**src/rtl/dpa_pkg.sv**
```systemverilog
`timescale 1ns/1ps
// Package: shared types for the dual-port collision arbiter.
// Assumes nothing beyond being compiled before the modules that import it.
package dpa_pkg;
    // Result of one cycle's decision: no collision, left won, right won.
    typedef enum logic [1:0] {
        WIN_NONE  = 2'd0,
        WIN_LEFT  = 2'd1,
        WIN_RIGHT = 2'd2
    } win_e;

    localparam int NUM_SIDES = 2;
    localparam int SIDE_LT   = 0;
    localparam int SIDE_RT   = 1;
endpackage

```
**src/rtl/dpa_port_track.sv**
```systemverilog
`timescale 1ns/1ps
// Module: dpa_port_track
// Remembers one port's enable and address from the previous cycle. It
// reports whether the port still holds the same address this cycle.
// Assumes a synchronous active-low reset. A port counts as holding only
// if it was enabled in both cycles at an unchanged address.
module dpa_port_track #(
    parameter int ADDR_W = 14
) (
    input  logic              clk,
    input  logic              rst_n,
    input  logic              en,
    input  logic [ADDR_W-1:0] addr,
    output logic              hold
);
    logic              en_q;
    logic [ADDR_W-1:0] addr_q;

    // Capture last cycle's request.
    always_ff @(posedge clk) begin
        if (!rst_n) begin
            en_q   <= 1'b0;
            addr_q <= '0;
        end else begin
            en_q   <= en;
            addr_q <= addr;
        end
    end

    // Port keeps its address when it stays enabled at the same word.
    always_comb begin
        hold = en && en_q && (addr == addr_q);
    end

    // a port that was idle last cycle cannot be holding
    a_r4_hold_needs_history: assert property (@(posedge clk) disable iff (!rst_n)
        !en |=> !hold || ($past(en) && $past(addr) == addr));
endmodule

```
**src/rtl/dpa_resolver.sv**
```systemverilog
`timescale 1ns/1ps
// Module: dpa_resolver
// Finds a collision between the two ports and picks a winner. A port
// that already holds the word beats a newcomer. On a tie the left port
// wins. A winner keeps winning while both ports keep the word.
// Assumes the hold inputs come from dpa_port_track for each side.
module dpa_resolver #(
    parameter int ADDR_W = 14
) (
    input  logic              clk,
    input  logic              rst_n,
    input  logic              l_en,
    input  logic              l_wr,
    input  logic [ADDR_W-1:0] l_addr,
    input  logic              l_hold,
    input  logic              r_en,
    input  logic              r_wr,
    input  logic [ADDR_W-1:0] r_addr,
    input  logic              r_hold,
    output logic              lose_l,
    output logic              lose_r
);
    import dpa_pkg::*;

    logic collide;
    logic keep_prev;
    win_e win_d;
    win_e win_q;

    // A collision needs both ports on one word with at least one writer.
    always_comb begin
        collide   = l_en && r_en && (l_addr == r_addr) && (l_wr || r_wr);
        keep_prev = (win_q != WIN_NONE) && l_hold && r_hold;
    end

    // Pick this cycle's winner: keep the old one, then the holder, then left.
    always_comb begin
        win_d = WIN_NONE;
        if (collide) begin
            if (keep_prev)
                win_d = win_q;
            else if (r_hold && !l_hold)
                win_d = WIN_RIGHT;
            else
                win_d = WIN_LEFT;
        end
    end

    // Remember the winner for the next cycle.
    always_ff @(posedge clk) begin
        if (!rst_n)
            win_q <= WIN_NONE;
        else
            win_q <= win_d;
    end

    // Turn the winner into per-side loss signals.
    always_comb begin
        lose_l = (win_d == WIN_RIGHT);
        lose_r = (win_d == WIN_LEFT);
    end

    // two readers on the same word never lose
    a_r2_readers_free: assert property (@(posedge clk) disable iff (!rst_n)
        (!l_wr && !r_wr) |-> (!lose_l && !lose_r));
    // different words never collide
    a_r7_distinct_free: assert property (@(posedge clk) disable iff (!rst_n)
        (l_addr != r_addr) |-> (!lose_l && !lose_r));
    // at most one side loses
    a_r3_single_loser: assert property (@(posedge clk) disable iff (!rst_n)
        !(lose_l && lose_r));
    // a winner keeps winning while both sides keep the word
    a_r9_winner_sticks: assert property (@(posedge clk) disable iff (!rst_n)
        lose_r ##1 (collide && l_hold && r_hold) |-> lose_r);
    a_r9_winner_sticks_rt: assert property (@(posedge clk) disable iff (!rst_n)
        lose_l ##1 (collide && l_hold && r_hold) |-> lose_l);
endmodule

```
**src/rtl/dpa_side_gate.sv**
```systemverilog
`timescale 1ns/1ps
// Module: dpa_side_gate
// One port's output stage. It chooses the blocking source by mode:
// the local loss in master mode, the busy input in slave mode. It gates
// the memory grants with that source and registers the busy flag.
// Assumes master_sel is static outside reset.
module dpa_side_gate (
    input  logic clk,
    input  logic rst_n,
    input  logic master_sel,
    input  logic lose,
    input  logic busy_in,
    input  logic en,
    input  logic wr,
    input  logic oe,
    output logic busy_out,
    output logic wr_go,
    output logic rd_go
);
    logic block;
    logic busy_q;

    // Choose who may block this port.
    always_comb begin
        block = master_sel ? lose : busy_in;
    end

    // Grant memory access only to an unblocked port.
    always_comb begin
        wr_go = en && wr && !block;
        rd_go = en && !wr && oe && !block;
    end

    // Register the flag; only a master drives it.
    always_ff @(posedge clk) begin
        if (!rst_n)
            busy_q <= 1'b0;
        else
            busy_q <= master_sel && lose;
    end

    assign busy_out = busy_q;

    // a losing master port gets no grant
    a_r6_loser_blocked: assert property (@(posedge clk) disable iff (!rst_n)
        (master_sel && lose) |-> (!wr_go && !rd_go));
    // a slave blocked by the master gets no grant
    a_r8_slave_blocked: assert property (@(posedge clk) disable iff (!rst_n)
        (!master_sel && busy_in) |-> (!wr_go && !rd_go));
    // the flag trails the loss by one cycle
    a_r5_flag_lag: assert property (@(posedge clk) disable iff (!rst_n)
        master_sel |=> (busy_out == $past(lose)));
    // a slave never raises its own flag
    a_r8_slave_quiet: assert property (@(posedge clk) disable iff (!rst_n)
        !master_sel |=> !busy_out);
endmodule

```
**src/rtl/dpa_arbiter.sv**
```systemverilog
`timescale 1ns/1ps
// Module: dpa_arbiter (top)
// Collision arbiter for two ports of a shared memory. It tracks each
// port, makes one shared decision and gates each side's grants.
// Assumes synchronous active-low reset and master_sel static outside reset.
module dpa_arbiter #(
    parameter int ADDR_W = 14
) (
    input  logic              clk,
    input  logic              rst_n,
    input  logic              master_sel,
    input  logic              lt_en,
    input  logic              lt_wr,
    input  logic              lt_oe,
    input  logic [ADDR_W-1:0] lt_addr,
    input  logic              rt_en,
    input  logic              rt_wr,
    input  logic              rt_oe,
    input  logic [ADDR_W-1:0] rt_addr,
    input  logic              lt_busy_in,
    input  logic              rt_busy_in,
    output logic              lt_busy_out,
    output logic              rt_busy_out,
    output logic              lt_wr_go,
    output logic              lt_rd_go,
    output logic              rt_wr_go,
    output logic              rt_rd_go
);
    import dpa_pkg::*;

    logic [NUM_SIDES-1:0] en_v, wr_v, oe_v, hold_v, lose_v, bin_v;
    logic [NUM_SIDES-1:0] bout_v, wgo_v, rgo_v;
    logic [ADDR_W-1:0]    addr_v [NUM_SIDES];

    // Gather both sides into arrays for the per-side instances.
    always_comb begin
        en_v[SIDE_LT]   = lt_en;       en_v[SIDE_RT]   = rt_en;
        wr_v[SIDE_LT]   = lt_wr;       wr_v[SIDE_RT]   = rt_wr;
        oe_v[SIDE_LT]   = lt_oe;       oe_v[SIDE_RT]   = rt_oe;
        bin_v[SIDE_LT]  = lt_busy_in;  bin_v[SIDE_RT]  = rt_busy_in;
        addr_v[SIDE_LT] = lt_addr;     addr_v[SIDE_RT] = rt_addr;
    end

    for (genvar s = 0; s < NUM_SIDES; s++) begin : g_side
        dpa_port_track #(.ADDR_W(ADDR_W)) u_track (
            .clk  (clk),
            .rst_n(rst_n),
            .en   (en_v[s]),
            .addr (addr_v[s]),
            .hold (hold_v[s])
        );

        dpa_side_gate u_gate (
            .clk       (clk),
            .rst_n     (rst_n),
            .master_sel(master_sel),
            .lose      (lose_v[s]),
            .busy_in   (bin_v[s]),
            .en        (en_v[s]),
            .wr        (wr_v[s]),
            .oe        (oe_v[s]),
            .busy_out  (bout_v[s]),
            .wr_go     (wgo_v[s]),
            .rd_go     (rgo_v[s])
        );
    end

    dpa_resolver #(.ADDR_W(ADDR_W)) u_resolve (
        .clk   (clk),
        .rst_n (rst_n),
        .l_en  (lt_en),
        .l_wr  (lt_wr),
        .l_addr(lt_addr),
        .l_hold(hold_v[SIDE_LT]),
        .r_en  (rt_en),
        .r_wr  (rt_wr),
        .r_addr(rt_addr),
        .r_hold(hold_v[SIDE_RT]),
        .lose_l(lose_v[SIDE_LT]),
        .lose_r(lose_v[SIDE_RT])
    );

    assign lt_busy_out = bout_v[SIDE_LT];
    assign rt_busy_out = bout_v[SIDE_RT];
    assign lt_wr_go    = wgo_v[SIDE_LT];
    assign rt_wr_go    = wgo_v[SIDE_RT];
    assign lt_rd_go    = rgo_v[SIDE_LT];
    assign rt_rd_go    = rgo_v[SIDE_RT];

    // flags are low in the first cycle after reset
    a_r1_reset_quiet: assert property (@(posedge clk)
        !rst_n |=> (!lt_busy_out && !rt_busy_out));
endmodule

```
**config.mk**
```make
export PLATFORM = sky130hd
export DESIGN_NAME = dpa_arbiter
export DESIGN_NICKNAME = d
export VERILOG_FILES = /design/src/rtl/dpa_pkg.sv /design/src/rtl/dpa_port_track.sv /design/src/rtl/dpa_resolver.sv /design/src/rtl/dpa_side_gate.sv /design/src/rtl/dpa_arbiter.sv
export SDC_FILE = /design/constraint.sdc
export NUM_CORES = 1
export LEC_CHECK = 0
export BUFFER_PORTS_ARGS = -buffer_cell sky130_fd_sc_hd__buf_2
export CELL_PAD_IN_SITES_DETAIL_PLACEMENT = 0
export CELL_PAD_IN_SITES_GLOBAL_PLACEMENT = 1
export CORE_MARGIN = 3
export CORE_UTILIZATION = 34
export CTS_CLUSTER_DIAMETER = 50
export DETAILED_ROUTE_END_ITERATION = 6
export PLACE_DENSITY = 0.7
export SETUP_SLACK_MARGIN = 0.1
export SYNTH_ARGS = -nofsm -noshare
export SYNTH_HDL_FRONTEND = slang
export SYNTH_HIERARCHICAL = 1
export SYNTH_SLANG_ARGS = --single-unit
```
**constraint.sdc**
```tcl
create_clock -name clk -period 2.2 [get_ports clk]
set_input_delay 0.33 -clock clk [delete_from_list [all_inputs] [get_ports clk]]
set_output_delay 0.33 -clock clk [all_outputs]
set_load 0.03 [all_outputs]
```
==> metrics <==
hold-fix buffers at CTS 0; Root Driver clkbuf_8; main area contributors after synthesis dfxtp_1 45%, xnor2_1 18%, and2_1 12%; antenna viol nets, final 0; Worst-Skew Late Latency 280 ps; Tot GR Track Use 13.5%; Die X 72.4 um; largest net degree at the start of global routing 35; fraction of layout instances using a drive strength above 1 40.8%; most frequent cell after synthesis dfxtp_1; Crit path largest cell delay 530 ps; post-synth cell types 24; Worst Path Required 1870 ps; clk buf depth 2; Tightest Pin Transition 478 ps; CP Cell Sequence xor2_1 > or4_4 > nor4_4 > nand2b_1 > a211oi_2 > mux2i_1 > and4b_2 > buf_6; Die Y-Extent 72.4 um; fin crit period 2600 ps; failing checks setup timing; Fillers 408; Tcrit/Tclk final 118%; GP Congestion 0.775; DRT iter0 DRCs 31; critical path class flip-flop to primary output; Async SR Flop Fraction 0%; outcome complete, but fails checks; CP Capture Type primary output; Pwr Density 622 nW/um2; H-Tree Depth 2; worst clock skew 2.77 ps; First-pass DRT Iterations 2; diode count 0; CTS tree done; Synth Register Bits 34; Placed Cells 252; area share of the largest cell type after synthesis 45.4%; worst vdd ir 0.350 mV; Syn Area/Cell 10.5 um2; area leader, netlist dfxtp_1; final slew viol count 0; syn nets 182; Via Count 1165; Remaining Overflow, GRT 0; Worst slew margin 68.1%; final net count 250; drt drc 0; Clock Sinks 34; Main synth FF type dfxtp_1; slowest CP cell or4_4; routed wl met3 212 um; final non-filler cell total 261; CP arrival 2270 ps; I/O pin total 45; DRT Wirelength 3210 um; Setup Viol. Count Final 4; Max Freq 384 MHz; top cells by count, synth 34 x dfxtp_1, 30 x xnor2_1, 28 x and2_1; CP max FO 2; unrepaired setup endpoints after global routing true; critical path startpoint category flip-flop; multi-input logic area 851 um2; hold_ws 305 ps; FF/Latch Area 682 um2; die area 5240 um2; Initial Utilization 36.4%; setup TNS -1500 ps; highest routed layer met4; fin worst setup slack -402 ps; yosys synthesis warning count 6; row count 23; sequential area share after synthesis 45.4%; cell area after layout 2060 um2; Cell Area, Synth 1500 um2; Avg WL per Cell 12.3 um; IO buf count 44; Clk pin slew, worst setup/hold paths 60 ps; Via density 4.46; number of flops mapped to enable cells by yosys 0; Max Cap Viol 0; Finished Core Util 50.1%; cell leakage power 0.000883 uW; DP HPWL 2510 um; Metal-1 WL 1380 um; WP buf/inv 1; TritonCTS Buffers 5; met2 wire length 1590 um; delay-heaviest family, CP simple AND/OR/NAND/NOR gates; placed inst area 1910 um2; Core Box Area 4120 um2; first-pass GRT wire length 5420 um; Hold Crit Class input port to flip-flop; vias in the first global route 1230; initial antenna violation count 0; area grow syn2layout 37.8%; total count of hold-check failures in the final report 0; post-synthesis cell count 143
==> worst paths after layout <==
check                                          from                                      end  slack [ps]  cells after the start
max          g_side[0].u_track/addr_q[8]$_SDFF_PN0_                                 rt_rd_go        -400                      8
min                                     rt_addr[10]  g_side[1].u_track/addr_q[10]$_SDFF_PN0_         300                      2
max reg2reg  g_side[0].u_track/addr_q[8]$_SDFF_PN0_            u_resolve/win_q[0]$_SDFF_PN0_         320                      9
min reg2reg           u_resolve/win_q[1]$_SDFF_PN0_     g_side[1].u_gate/busy_out$_SDFF_PN0_         760                      3
==> metrics by stage <==
stage               power (uW)  worst slack, ps
floorplan                  772            -21.8
global placement           867             -396
detailed placement         871             -438
CTS                       1310             -451
global route              1360             -551
finish                    1280             -402
==> kinds of logic (layout without fill, tap and decap cells) <==
kind of cell,count (synthesis),in the layout,synth area share (%)
simple gates,59,59,26.0
xor+xnor,42,42,25.1
flops,34,34,45.4
compound gates,3,3,1.42
buf+inv,3,71,0.752
mux,2,2,1.34
==> timing repair <==
action                     4_1_cts  5_1_grt
setup endpoints to repair        4        4
setup buffers                    2        0
gates resized for setup         15        1
pin swaps                        1        2
==> sequential cells by signal, summed over array words and instances (netlist names) <==
name,count
g_side.u_track/addr_q,28
g_side.u_track/en_q,2
u_resolve/win_q,2
g_side.u_gate/busy_out,2
==> cell usage in the layout (no fill, tap or decap), types with 2 or more instances in the layout <==
cell | netlist | final
buf_2 | 0 | 40
dfxtp_1 | 34 | 33
xnor2_1 | 30 | 30
and2_1 | 28 | 28
buf_4 | 0 | 19
xor2_1 | 11 | 11
nand4_1 | 6 | 6
clkbuf_8 | 0 | 5
buf_6 | 0 | 4
and3_2 | 4 | 3
nand2_1 | 3 | 3
or4_4 | 1 | 3
nand3_1 | 3 | 3
clkbuf_1 | 2 | 2
mux2i_1 | 2 | 2
and4b_2 | 0 | 2
nor4_4 | 0 | 2
and2_2 | 2 | 2
nor3_1 | 3 | 2
==> power by group <==
group / internal, uW / switching (uW) / leakage [uW] / total, uW
Sequential: 646 / 11.9 / 0.000283 / 657
Combinational: 113 / 92.7 / 0.000562 / 206
Clock: 218 / 202 / 0.0000383 / 420
==> area by class of cell <==
class / count / share of cell area [%]
tap: 50 / 3.03
clock buffer: 7 / 3.70
multi-input combinational: 106 / 41.2
inverter: 1 / 0.182
timing repair buffer: 63 / 18.8
sequential: 34 / 33.1
==> per-layer routing <==
layer	vias to the layer above	GRT usage, %
met2	34	22.8
li1	608	-
met3	4	4.16
met1	519	16.2
met4	0	4.92
met5	-	0
Power figures use the tool's default switching activity.
